**src/rtl/nand_seq_pkg.sv**
```systemverilog
package nand_seq_pkg;
  parameter int unsigned PH_CNT_W = 8;
  parameter int unsigned DLY_W    = 4;
  localparam int unsigned TSET_W  = 4 * PH_CNT_W;

  typedef logic [PH_CNT_W-1:0] cnt_t;

  // field order gives setup at the low byte, release at the top
  typedef struct packed {
    cnt_t rel;
    cnt_t hold;
    cnt_t wt;
    cnt_t setup;
  } ph_times_t;

  typedef enum logic [1:0] {
    REG_DATA = 2'd0,
    REG_CMD  = 2'd1,
    REG_ADDR = 2'd2,
    REG_RSVD = 2'd3
  } region_e;

  typedef enum logic [2:0] {
    PH_IDLE, PH_TURN, PH_SETUP, PH_WAIT, PH_HOLD, PH_REL
  } phase_e;

  localparam ph_times_t TIMES_RST = {4{PH_CNT_W'(10)}};

  function automatic cnt_t at_least_one(cnt_t c);
    return (c == '0) ? cnt_t'(1) : c;
  endfunction

  function automatic logic is_data(region_e r);
    return (r != REG_CMD) && (r != REG_ADDR);
  endfunction
endpackage

```
**src/rtl/nand_timing_regs.sv**
```systemverilog
module nand_timing_regs
  import nand_seq_pkg::*;
(
  input  logic              clk_i,
  input  logic              rst_ni,
  input  logic              cfg_we_i,
  input  logic [1:0]        cfg_sel_i,
  input  logic [TSET_W-1:0] cfg_data_i,
  output ph_times_t         com_o,
  output ph_times_t         att_o,
  output logic [DLY_W-1:0]  cle_dly_o,
  output logic [DLY_W-1:0]  ale_dly_o,
  output logic              wide_o,
  output logic              wait_en_o
);
  localparam int unsigned WID_LSB = 2 * DLY_W;
  localparam int unsigned WEN_BIT = WID_LSB + 2;

  logic [1:0] wid_q;

  always_ff @(posedge clk_i or negedge rst_ni) begin
    if (!rst_ni) begin
      com_o     <= TIMES_RST;
      att_o     <= TIMES_RST;
      cle_dly_o <= '1;
      ale_dly_o <= '1;
      wid_q     <= 2'd0;
      wait_en_o <= 1'b0;
    end else if (cfg_we_i) begin
      case (cfg_sel_i)
        2'd0: com_o <= ph_times_t'(cfg_data_i);
        2'd1: att_o <= ph_times_t'(cfg_data_i);
        2'd2: begin
          cle_dly_o <= cfg_data_i[DLY_W-1:0];
          ale_dly_o <= cfg_data_i[2*DLY_W-1:DLY_W];
          wid_q     <= cfg_data_i[WID_LSB+1:WID_LSB];
          wait_en_o <= cfg_data_i[WEN_BIT];
        end
        default: ;
      endcase
    end
  end

  assign wide_o = (wid_q == 2'd1);
endmodule

```
**src/rtl/nand_phase_fsm.sv**
```systemverilog
module nand_phase_fsm
  import nand_seq_pkg::*;
#(
  parameter int unsigned DQ_W = 16
) (
  input  logic             clk_i,
  input  logic             rst_ni,
  input  logic             req_valid_i,
  input  region_e          req_region_i,
  input  logic             req_write_i,
  input  logic [DQ_W-1:0]  req_wdata_i,
  input  logic             rb_i,
  input  ph_times_t        com_i,
  input  ph_times_t        att_i,
  input  logic [DLY_W-1:0] cle_dly_i,
  input  logic [DLY_W-1:0] ale_dly_i,
  input  logic             wait_en_i,
  output phase_e           phase_o,
  output region_e          cur_region_o,
  output logic             cur_write_o,
  output logic [DQ_W-1:0]  cur_wdata_o,
  output logic             sample_o,
  output logic             done_o
);
  cnt_t      cnt_q;
  region_e   last_q;
  ph_times_t req_set, cur_set;
  logic [DLY_W-1:0] turn_len;
  logic      stall, wait_end;

  assign req_set  = is_data(req_region_i) ? com_i : att_i;
  assign cur_set  = is_data(cur_region_o) ? com_i : att_i;
  assign turn_len = (last_q == REG_CMD)  ? cle_dly_i :
                    (last_q == REG_ADDR) ? ale_dly_i : '0;
  assign stall    = wait_en_i && !rb_i;
  assign wait_end = (phase_o == PH_WAIT) && (cnt_q == '0) && !stall;
  assign sample_o = wait_end && !cur_write_o;

  always_ff @(posedge clk_i or negedge rst_ni) begin
    if (!rst_ni) begin
      phase_o      <= PH_IDLE;
      cnt_q        <= '0;
      last_q       <= REG_DATA;
      cur_region_o <= REG_DATA;
      cur_write_o  <= 1'b0;
      cur_wdata_o  <= '0;
      done_o       <= 1'b0;
    end else begin
      done_o <= 1'b0;
      case (phase_o)
        PH_IDLE: if (req_valid_i) begin
          cur_region_o <= req_region_i;
          cur_write_o  <= req_write_i;
          cur_wdata_o  <= req_wdata_i;
          last_q       <= is_data(req_region_i) ? REG_DATA : req_region_i;
          if (!req_write_i && is_data(req_region_i) && (turn_len != '0)) begin
            phase_o <= PH_TURN;
            cnt_q   <= cnt_t'(turn_len) - cnt_t'(1);
          end else begin
            phase_o <= PH_SETUP;
            cnt_q   <= at_least_one(req_set.setup) - cnt_t'(1);
          end
        end
        PH_TURN:
          if (cnt_q == '0) begin
            phase_o <= PH_SETUP;
            cnt_q   <= at_least_one(cur_set.setup) - cnt_t'(1);
          end else cnt_q <= cnt_q - cnt_t'(1);
        PH_SETUP:
          if (cnt_q == '0) begin
            phase_o <= PH_WAIT;
            cnt_q   <= at_least_one(cur_set.wt) - cnt_t'(1);
          end else cnt_q <= cnt_q - cnt_t'(1);
        PH_WAIT:
          if (wait_end) begin
            phase_o <= PH_HOLD;
            cnt_q   <= at_least_one(cur_set.hold) - cnt_t'(1);
          end else if (cnt_q != '0) cnt_q <= cnt_q - cnt_t'(1);
        PH_HOLD:
          if (cnt_q == '0) begin
            done_o <= 1'b1;
            if (cur_set.rel == '0) phase_o <= PH_IDLE;
            else begin
              phase_o <= PH_REL;
              cnt_q   <= cur_set.rel - cnt_t'(1);
            end
          end else cnt_q <= cnt_q - cnt_t'(1);
        PH_REL:
          if (cnt_q == '0) phase_o <= PH_IDLE;
          else cnt_q <= cnt_q - cnt_t'(1);
        default: phase_o <= PH_IDLE;
      endcase
    end
  end
endmodule

```
**src/rtl/nand_pin_drive.sv**
```systemverilog
module nand_pin_drive
  import nand_seq_pkg::*;
#(
  parameter int unsigned DQ_W = 16
) (
  input  logic            clk_i,
  input  logic            rst_ni,
  input  phase_e          phase_i,
  input  region_e         region_i,
  input  logic            write_i,
  input  logic [DQ_W-1:0] wdata_i,
  input  logic            wide_i,
  input  logic            sample_i,
  input  logic [DQ_W-1:0] dq_i,
  output logic [DQ_W-1:0] rdata_o,
  output logic [DQ_W-1:0] dq_o,
  output logic            dq_oe_o,
  output logic            ce_no,
  output logic            cle_o,
  output logic            ale_o,
  output logic            we_no,
  output logic            re_no,
  output logic            busy_o
);
  localparam int unsigned BYTE_W = 8;

  logic sel, drive, strobe, byte_only;

  assign sel       = (phase_i == PH_TURN) || (phase_i == PH_SETUP) ||
                     (phase_i == PH_WAIT) || (phase_i == PH_HOLD);
  assign drive     = (phase_i == PH_SETUP) || (phase_i == PH_WAIT) ||
                     (phase_i == PH_HOLD);
  assign strobe    = (phase_i == PH_WAIT);
  assign byte_only = !is_data(region_i) || !wide_i;

  assign ce_no   = !sel;
  assign cle_o   = sel && (region_i == REG_CMD);
  assign ale_o   = sel && (region_i == REG_ADDR);
  assign we_no   = !(strobe && write_i);
  assign re_no   = !(strobe && !write_i);
  assign dq_oe_o = drive && write_i;
  assign busy_o  = (phase_i != PH_IDLE);
  assign dq_o    = !write_i  ? '0 :
                   byte_only ? DQ_W'(wdata_i[BYTE_W-1:0]) : wdata_i;

  always_ff @(posedge clk_i or negedge rst_ni) begin
    if (!rst_ni) rdata_o <= '0;
    else if (sample_i)
      rdata_o <= byte_only ? DQ_W'(dq_i[BYTE_W-1:0]) : dq_i;
  end
endmodule

```
**src/rtl/nand_cycle_seq.sv**
```systemverilog
module nand_cycle_seq
  import nand_seq_pkg::*;
#(
  parameter int unsigned DQ_W = 16
) (
  input  logic              clk_i,
  input  logic              rst_ni,
  input  logic              cfg_we_i,
  input  logic [1:0]        cfg_sel_i,
  input  logic [TSET_W-1:0] cfg_data_i,
  input  logic              req_valid_i,
  input  logic [1:0]        req_region_i,
  input  logic              req_write_i,
  input  logic [DQ_W-1:0]   req_wdata_i,
  input  logic              rb_i,
  input  logic [DQ_W-1:0]   dq_i,
  output logic              busy_o,
  output logic              done_o,
  output logic [DQ_W-1:0]   rdata_o,
  output logic [DQ_W-1:0]   dq_o,
  output logic              dq_oe_o,
  output logic              ce_no,
  output logic              cle_o,
  output logic              ale_o,
  output logic              we_no,
  output logic              re_no
);
  ph_times_t        com, att;
  logic [DLY_W-1:0] cle_dly, ale_dly;
  logic             wide, wait_en, sample, cur_write;
  phase_e           phase;
  region_e          cur_region;
  logic [DQ_W-1:0]  cur_wdata;

  nand_timing_regs u_regs (
    .clk_i, .rst_ni, .cfg_we_i, .cfg_sel_i, .cfg_data_i,
    .com_o(com), .att_o(att), .cle_dly_o(cle_dly), .ale_dly_o(ale_dly),
    .wide_o(wide), .wait_en_o(wait_en)
  );

  nand_phase_fsm #(.DQ_W(DQ_W)) u_fsm (
    .clk_i, .rst_ni, .req_valid_i,
    .req_region_i(region_e'(req_region_i)),
    .req_write_i, .req_wdata_i, .rb_i,
    .com_i(com), .att_i(att), .cle_dly_i(cle_dly), .ale_dly_i(ale_dly),
    .wait_en_i(wait_en),
    .phase_o(phase), .cur_region_o(cur_region), .cur_write_o(cur_write),
    .cur_wdata_o(cur_wdata), .sample_o(sample), .done_o
  );

  nand_pin_drive #(.DQ_W(DQ_W)) u_pins (
    .clk_i, .rst_ni, .phase_i(phase), .region_i(cur_region),
    .write_i(cur_write), .wdata_i(cur_wdata), .wide_i(wide),
    .sample_i(sample), .dq_i, .rdata_o, .dq_o, .dq_oe_o,
    .ce_no, .cle_o, .ale_o, .we_no, .re_no, .busy_o
  );
endmodule

```
**config.mk**
```make
export PLATFORM = sky130hd
export DESIGN_NAME = nand_cycle_seq
export DESIGN_NICKNAME = d
export VERILOG_FILES = /design/src/rtl/nand_seq_pkg.sv /design/src/rtl/nand_timing_regs.sv /design/src/rtl/nand_phase_fsm.sv /design/src/rtl/nand_pin_drive.sv /design/src/rtl/nand_cycle_seq.sv
export SDC_FILE = /design/constraint.sdc
export NUM_CORES = 1
export LEC_CHECK = 0
export ABC_CLOCK_PERIOD_IN_PS = 8200
export BUFFER_PORTS_ARGS = -buffer_cell sky130_fd_sc_hd__buf_2
export CORE_MARGIN = 3
export CORE_UTILIZATION = 62
export CTS_CLUSTER_DIAMETER = 150
export DETAILED_ROUTE_END_ITERATION = 10
export PLACE_DENSITY = 0.95
export SLEW_MARGIN = 25
export SYNTH_ARGS = -nofsm -noshare
export SYNTH_HDL_FRONTEND = slang
export SYNTH_SLANG_ARGS = --single-unit
export TNS_END_PERCENT = 100
```
**constraint.sdc**
```tcl
create_clock -name clk_i -period 8.2 [get_ports clk_i]
set_input_delay 0.82 -clock clk_i [delete_from_list [all_inputs] [get_ports clk_i]]
set_output_delay 0.82 -clock clk_i [all_outputs]
set_load 0.01 [all_outputs]
```
[Yosys cells after proc, flatten, opt, wreduce, memory -nomap -nowiden]
Index checks and enable logic that the tools add are counted.
Storage, ports and cells
  bits in registers: 124
  input bits: 74
  output and inout port bits: 40
  word-level logic and storage cells: 131
Operators by class
  add/sub/neg operators: 7
  equal/unequal tests: 25
  muxes and demuxes: 33
  reduce and logical (&&, ||, !) cells: 46
Operator list (number)
  $mux 8: 14
  $logic_not 8->1: 6
  $mux 16: 3
  $pmux 8 s6: 1
  $sub 8x1->8 const B: 6
  $mux 32: 1
  $mux 3: 7
  $pmux 3 s6: 1
  $logic_and 1x1->1: 13
  $ne 2x1->1 const B: 6
  $ne 2x2->1 const B: 5
  $logic_not 1->1: 9
  $eq 2x1->1 const B: 4
  $mux 4: 2
  $reduce_and 2->1: 4
  $reduce_bool 8->1: 1
  $eq 2x2->1 const B: 3
  $eq 3x2->1 const B: 2
  $eq 3x3->1 const B: 2
  $logic_or 1x1->1: 6
  $ne 3x3->1 const B: 2
  $reduce_and 6->1: 1
  $reduce_bool 6->1: 1
  $reduce_and 5->1: 1
  other kinds (8): 10

[Logic depth before layout (Yosys ltp)]
  depth in word-level cells: 9
  mapped depth: 16

[By module]
Synthesis repeated with hierarchy kept, for this count alone.
Second synthesis, totals
  cells, all modules: 695
  area, all modules: 7499.7 µm²
By module, submodules not included
  nand_phase_fsm: instances 1, cells an instance 447, area each 3762.4 µm², sequential area each 825.8 µm²
  nand_timing_regs: instances 1, cells an instance 161, area each 2864.0 µm², sequential area each 1906.8 µm²
  nand_pin_drive: instances 1, cells an instance 87, area each 873.3 µm², sequential area each 400.4 µm²

[Worst setup path before layout]
No wires, ideal clock.
  path kind: register to register
  from: register u_fsm.cur_region_o[0]
  to: register u_fsm.cnt_q[6]
  setup time: 129 ps
  data arrival time: 3635 ps
  path slack: 4436 ps
  cell stages (with the launch flop): 17
  path buffers: 5
  clock period less this slack: 3764 ps
  cells stage by stage: dfrtp_1 inv_1 ha_1 buf_2 buf_2 buf_1 buf_1 clkbuf_1 mux2i_1 ha_1 nor3b_1 nand4_1 nand3_1 or3_1 nand3_1 a221oi_1 o31ai_1
On the way
  longest elaborated chain between the ends: 8
Ends and longest elaborated chain
  start: declaration: line nand_phase_fsm.sv:19  | output region_e cur_region_o,
  start signal: assignment: line nand_phase_fsm.sv:52  | cur_region_o <= req_region_i;
  $ne 2x1->1 / $ne 2x2->1 (equally long branches): line nand_seq_pkg.sv:34  | return (r != REG_CMD) && (r != REG_ADDR);
  $logic_and 1x1->1 *: line nand_seq_pkg.sv:34
  $mux 32 *: line nand_phase_fsm.sv:32  | assign cur_set = is_data(cur_region_o) ? com_i : att_i;
  $logic_not 8->1: line nand_seq_pkg.sv:30  | return (c == '0) ? cnt_t'(1) : c;
  $mux 8: line nand_seq_pkg.sv:30
  $sub 8x1->8 (on tied branches): line nand_phase_fsm.sv:77, nand_phase_fsm.sv:67, nand_phase_fsm.sv:72
  $mux 8 (on tied branches): line nand_phase_fsm.sv:75, nand_phase_fsm.sv:65, nand_phase_fsm.sv:70
  $pmux 8 s6: line nand_phase_fsm.sv:50  | case (phase_o)
  end signal: assignment: line nand_phase_fsm.sv:73  | end else cnt_q <= cnt_q - cnt_t'(1);
  end signal: assignment: line nand_phase_fsm.sv:77  | cnt_q <= at_least_one(cur_set.hold) - cnt_t'(1);
  end signal: assignment: line nand_phase_fsm.sv:78  | end else if (cnt_q != '0) cnt_q <= cnt_q - cnt_t'(1);
  end: declaration: line nand_phase_fsm.sv:25  | cnt_t cnt_q;
Mark *: on every way between the ends. The rest lies on a longest branch, timed or not. The select of a mux whose other input is x is not followed.
A chain may end at the register's enable or synchronous reset.

[Worst setup path in the final report]
Same ends and word-level chain as after synthesis.

==> metrics.log <==
INFO  metric grt_antenna_before_repair = 0
INFO  metric routed_wirelength = 19,060 µm
INFO  metric cpPeakStageDelay = ~0.62 ns
INFO  metric vias_per_cell = ~6.5
INFO  metric worstPathCellList = inv_1, ha_2, buf_4, nor3b_1, o22ai_1, o41ai_1, nand2_1, ha_1, o21ai_0, nor2_1, xnor2_1, a221oi_1, o31ai_1
INFO  metric final.setup.worst_slack = 4.255 ns
INFO  metric grt_overflow = 0
INFO  metric crit_arrival = 4.22 ns
INFO  metric cp_data_required_time = 8.48 ns
INFO  metric worst_reg2reg_startpoint = u_fsm.cur_region_o[0]$_DFFE_PN0P_
INFO  metric initial_utilization = 63.90%
INFO  metric peakVddDrop = between 150 and 200 µV
INFO  metric status = complete, no violations
INFO  metric die_span_in_y = roughly 110 µm
INFO  metric reg2reg_depth = 13
INFO  metric cts_root_buf = clkbuf_16
INFO  metric clk-insertion-delay-late = 0.43 ns
INFO  metric grt_start_max_net_pins = 77
INFO  metric antenna_violating_nets_post_route = 0
INFO  metric syn2layout_area_growth = 16.24%
INFO  metric drive_above_1_share = a little over a third
INFO  metric worst_setup_path_start_kind = flop
INFO  metric rsz0062_at_grt = false
INFO  metric clock_slew_at_reported_path_ffs = 0.06 ns
INFO  metric postSynthNetCount = 801
INFO  metric via_count = 6,228
INFO  metric async_flop_share = 100.0%
INFO  metric max_freq = roughly 250 MHz
INFO  metric drtPass1Iterations = 6
INFO  metric cts.repair.resized = 0
INFO  metric drt_first_iter_violations = 687
INFO  metric slew_headroom = 35.31%
INFO  metric holdBufCountCts = 0
INFO  metric synth_edf_count = 0
INFO  metric final_cell_mix = buf_2 (112), mux2_2 (102), dfrtp_1 (100)
INFO  metric tritoncts_clock_tree = done
INFO  metric core_area = 11,520 µm²
INFO  metric floorplan.io_pins = about 110
INFO  metric skew = around 0.0068 ns
INFO  metric ctsHtreeMaxLevel = 4
INFO  metric count_of_synthesis_stage_warnings_from_yosys = 0
INFO  metric row_count = 39
INFO  metric synth.lib_cells_used.distinct = 64
INFO  metric insertedDiodeCount = 0
INFO  metric power_density = 357.5 nW/µm²
INFO  metric ff_latch_count_synth = 124
INFO  metric n_fill_cell = 733
INFO  metric die-area = about 13,000 µm²
INFO  metric synthesis.area = 7358 µm²
INFO  metric post_synth.cell_area_avg = 10.31 µm²
INFO  metric globalRouteTotalUtil = 29.24%
INFO  metric slowest_stage = buf_4
INFO  metric mostFrequentLayoutCell = buf_2
INFO  metric hold_path.class = input pin to async pin
INFO  metric post-route-period-util = roughly half
INFO  metric detailedPlacementHpwl = between 10,000 and 15,000 µm
INFO  metric setup_viol = 0
INFO  metric cp_num_cells = 13
INFO  metric final-max-slew-violation-count = 0
INFO  metric endpoint = u_fsm.cnt_q[6]$_DFFE_PN0P_
INFO  metric crit-reg2reg-capture = u_fsm.cnt_q[6]$_DFFE_PN0P_
INFO  metric postSynth.topFlopCell = dfrtp_1
INFO  metric timing.reg2reg.setup_slack = around 4.3 ns
INFO  metric worst-setup-path-type = flop to flop
INFO  metric post-cts-setup-buffer-count = 0
INFO  metric routed_wire_length_per_instance = 19.79 µm
INFO  metric gp_routability_congestion = ~1.0
INFO  metric final-hold-violation-count = 0
INFO  metric p_leak = 3.746 nW
INFO  metric dpl_worst_slack = 4.286 ns
INFO  metric worstPathMaxFanout = 76
INFO  metric synth_sequential_area_ratio = 42.58%
INFO  metric die_width = approximately 110 µm
INFO  metric cts_buffers = 17
INFO  metric number_of_max_capacitance_violations_reported = 0
INFO  metric critical-path-top-delay-family = compound AO/OA/AOI/OAI gates
INFO  metric via_count_of_the_first_global_routing_pass = 6,148
INFO  metric layout_min_cycle_time = 3.945 ns
INFO  metric cts.sinks = around 120
INFO  metric clockBufferDepth = 2
INFO  metric drt_drc_violations_left = 0
INFO  metric tns = 0 ns
INFO  metric nNetsFinal = 894
INFO  metric grt_pass1_wl = 30,430 µm
INFO  metric netlist_instances = 714
INFO  metric io_buffers = about 110
INFO  metric crit_path_start = u_fsm.cur_region_o[0]$_DFFE_PN0P_
INFO  metric crit_path_end_kind = flop
INFO  metric worst_slew_pin_slew = 0.9704 ns
INFO  metric worstPathBufferInverterCount = 2
-- cells in the mapped netlist, drive strengths merged (4+ instances only) --
master / number / area share (%)
ha: 13 / 2.2
and2: 11 / 0.94
nor4: 7 / 0.60
nor2: 43 / 2.2
o211ai: 4 / 0.41
and3: 10 / 0.85
or2: 4 / 0.34
nor2b: 6 / 0.51
nand3: 5 / 0.34
mux2: 106 / 16
clkbuf: 30 / 1.5
or3: 6 / 0.58
nand3b: 6 / 0.61
a211oi: 7 / 0.78
inv: 13 / 0.66
nor3: 29 / 2.0
dfstp: 24 / 8.6
o22ai: 5 / 0.43
xor2: 11 / 1.3
a21o: 6 / 0.61
nand2: 55 / 2.8
o21a: 4 / 0.41
xnor2: 20 / 2.4
buf: 14 / 1.1
dfrtp: 100 / 34
nand2b: 6 / 0.51
a21oi: 24 / 1.6
a22oi: 8 / 0.82
mux2i: 31 / 4.2
o32ai: 5 / 0.60
a31oi: 6 / 0.51
o21ai: 43 / 2.9
nor3b: 12 / 1.2
-- flip-flops by register name, summed over array words and instances, names as in the netlist --
name	count
u_fsm.last_q	2
u_fsm.phase_o	3
u_regs.cle_dly_o	4
u_regs.wid_q	2
u_fsm.cur_write_o	1
u_fsm.cnt_q	8
u_regs.att_o	32
u_regs.ale_dly_o	4
u_regs.wait_en_o	1
u_fsm.cur_region_o	2
u_regs.com_o	32
u_fsm.done_o	1
u_pins.rdata_o	16
u_fsm.cur_wdata_o	16
-- per-stage QoR --
stage	cell area, µm²	power (W)	hold WS [ns]	utilization (%)	instances
4_1_cts	8546	0.003019	0.4825	74.21	963
2_1_floorplan	7358	0.001911	0.4712	-	714
6_report	8553	0.003058	0.4761	74.27	963
3_3_place_gp	7958	0.002183	0.4597	69.10	931
5_1_grt	8553	0.003217	0.5116	74.27	963
3_5_place_dp	7958	0.002239	0.4703	69.10	931
-- layer usage --
metal  up-vias  GRT usage (%)  wire, µm
met2       386          47.65      9083
met1      2952          35.47      7473
li1       2789              -         -
met3       101          8.789      1715
met4         0          14.24       783
met5         -              0         0
-- cell families (layout without fill, tap and decap cells) --
group | after synthesis | in the layout | synth area share (%)
AOI/OAI and AO/OA | 138 | 138 | 12.23
xor gates and xnor gates | 31 | 31 | 3.690
adders and majority gates | 13 | 13 | 2.211
buffers and inverters | 57 | 163 | 3.282
DFF | 124 | 124 | 42.58
muxes | 138 | 138 | 20.95
and+or+nand+nor | 213 | 213 | 15.07
-- cell type report --
class | instances | area [µm²] | area share, %
timing repair buffer | 118 | 605.6 | 7.080
inverter | 13 | 48.80 | 0.5705
clock buffer | 21 | 470.5 | 5.500
sequential | 124 | 3133 | 36.63
tap | 143 | 178.9 | 2.092
clock inverter | 11 | 117.6 | 1.375
multi-input combinational | 533 | 3999 | 46.75
-- worst reg2reg max path, stage by stage (launching register included) --
cell and delay (ns):
dfrtp_1 0.36, inv_1 0.07, ha_2 0.31, buf_4 0.62
nor3b_1 0.43, o22ai_1 0.24, o41ai_1 0.48, nand2_1 0.20
ha_1 0.26, o21ai_0 0.15, nor2_1 0.12, xnor2_1 0.14
a221oi_1 0.29, o31ai_1 0.12
-- worst min-delay path by stage --
stage,end,slack (ns),cells after the start
6_report,u_regs.att_o[28]$_DFFE_PN0P_,0.48,1
3_5_place_dp,u_pins.rdata_o[8]$_DFFE_PN0P_,0.47,2
5_1_grt,u_fsm.cur_wdata_o[8]$_DFFE_PN0P_,0.51,1
4_1_cts,u_pins.rdata_o[8]$_DFFE_PN0P_,0.48,2
2_1_floorplan,u_regs.wait_en_o$_DFFE_PN0P_,0.47,1
3_3_place_gp,u_pins.rdata_o[9]$_DFFE_PN0P_,0.46,2
-- power by group --
group          switching, W  total (W)  internal, W
clock              0.000277   0.000746     0.000468
sequential         0.000189   0.000974     0.000785
combinational      0.000743    0.00134     0.000595
total               0.00121    0.00306      0.00185
No activity file was read; power rests on OpenSTA's default activity.
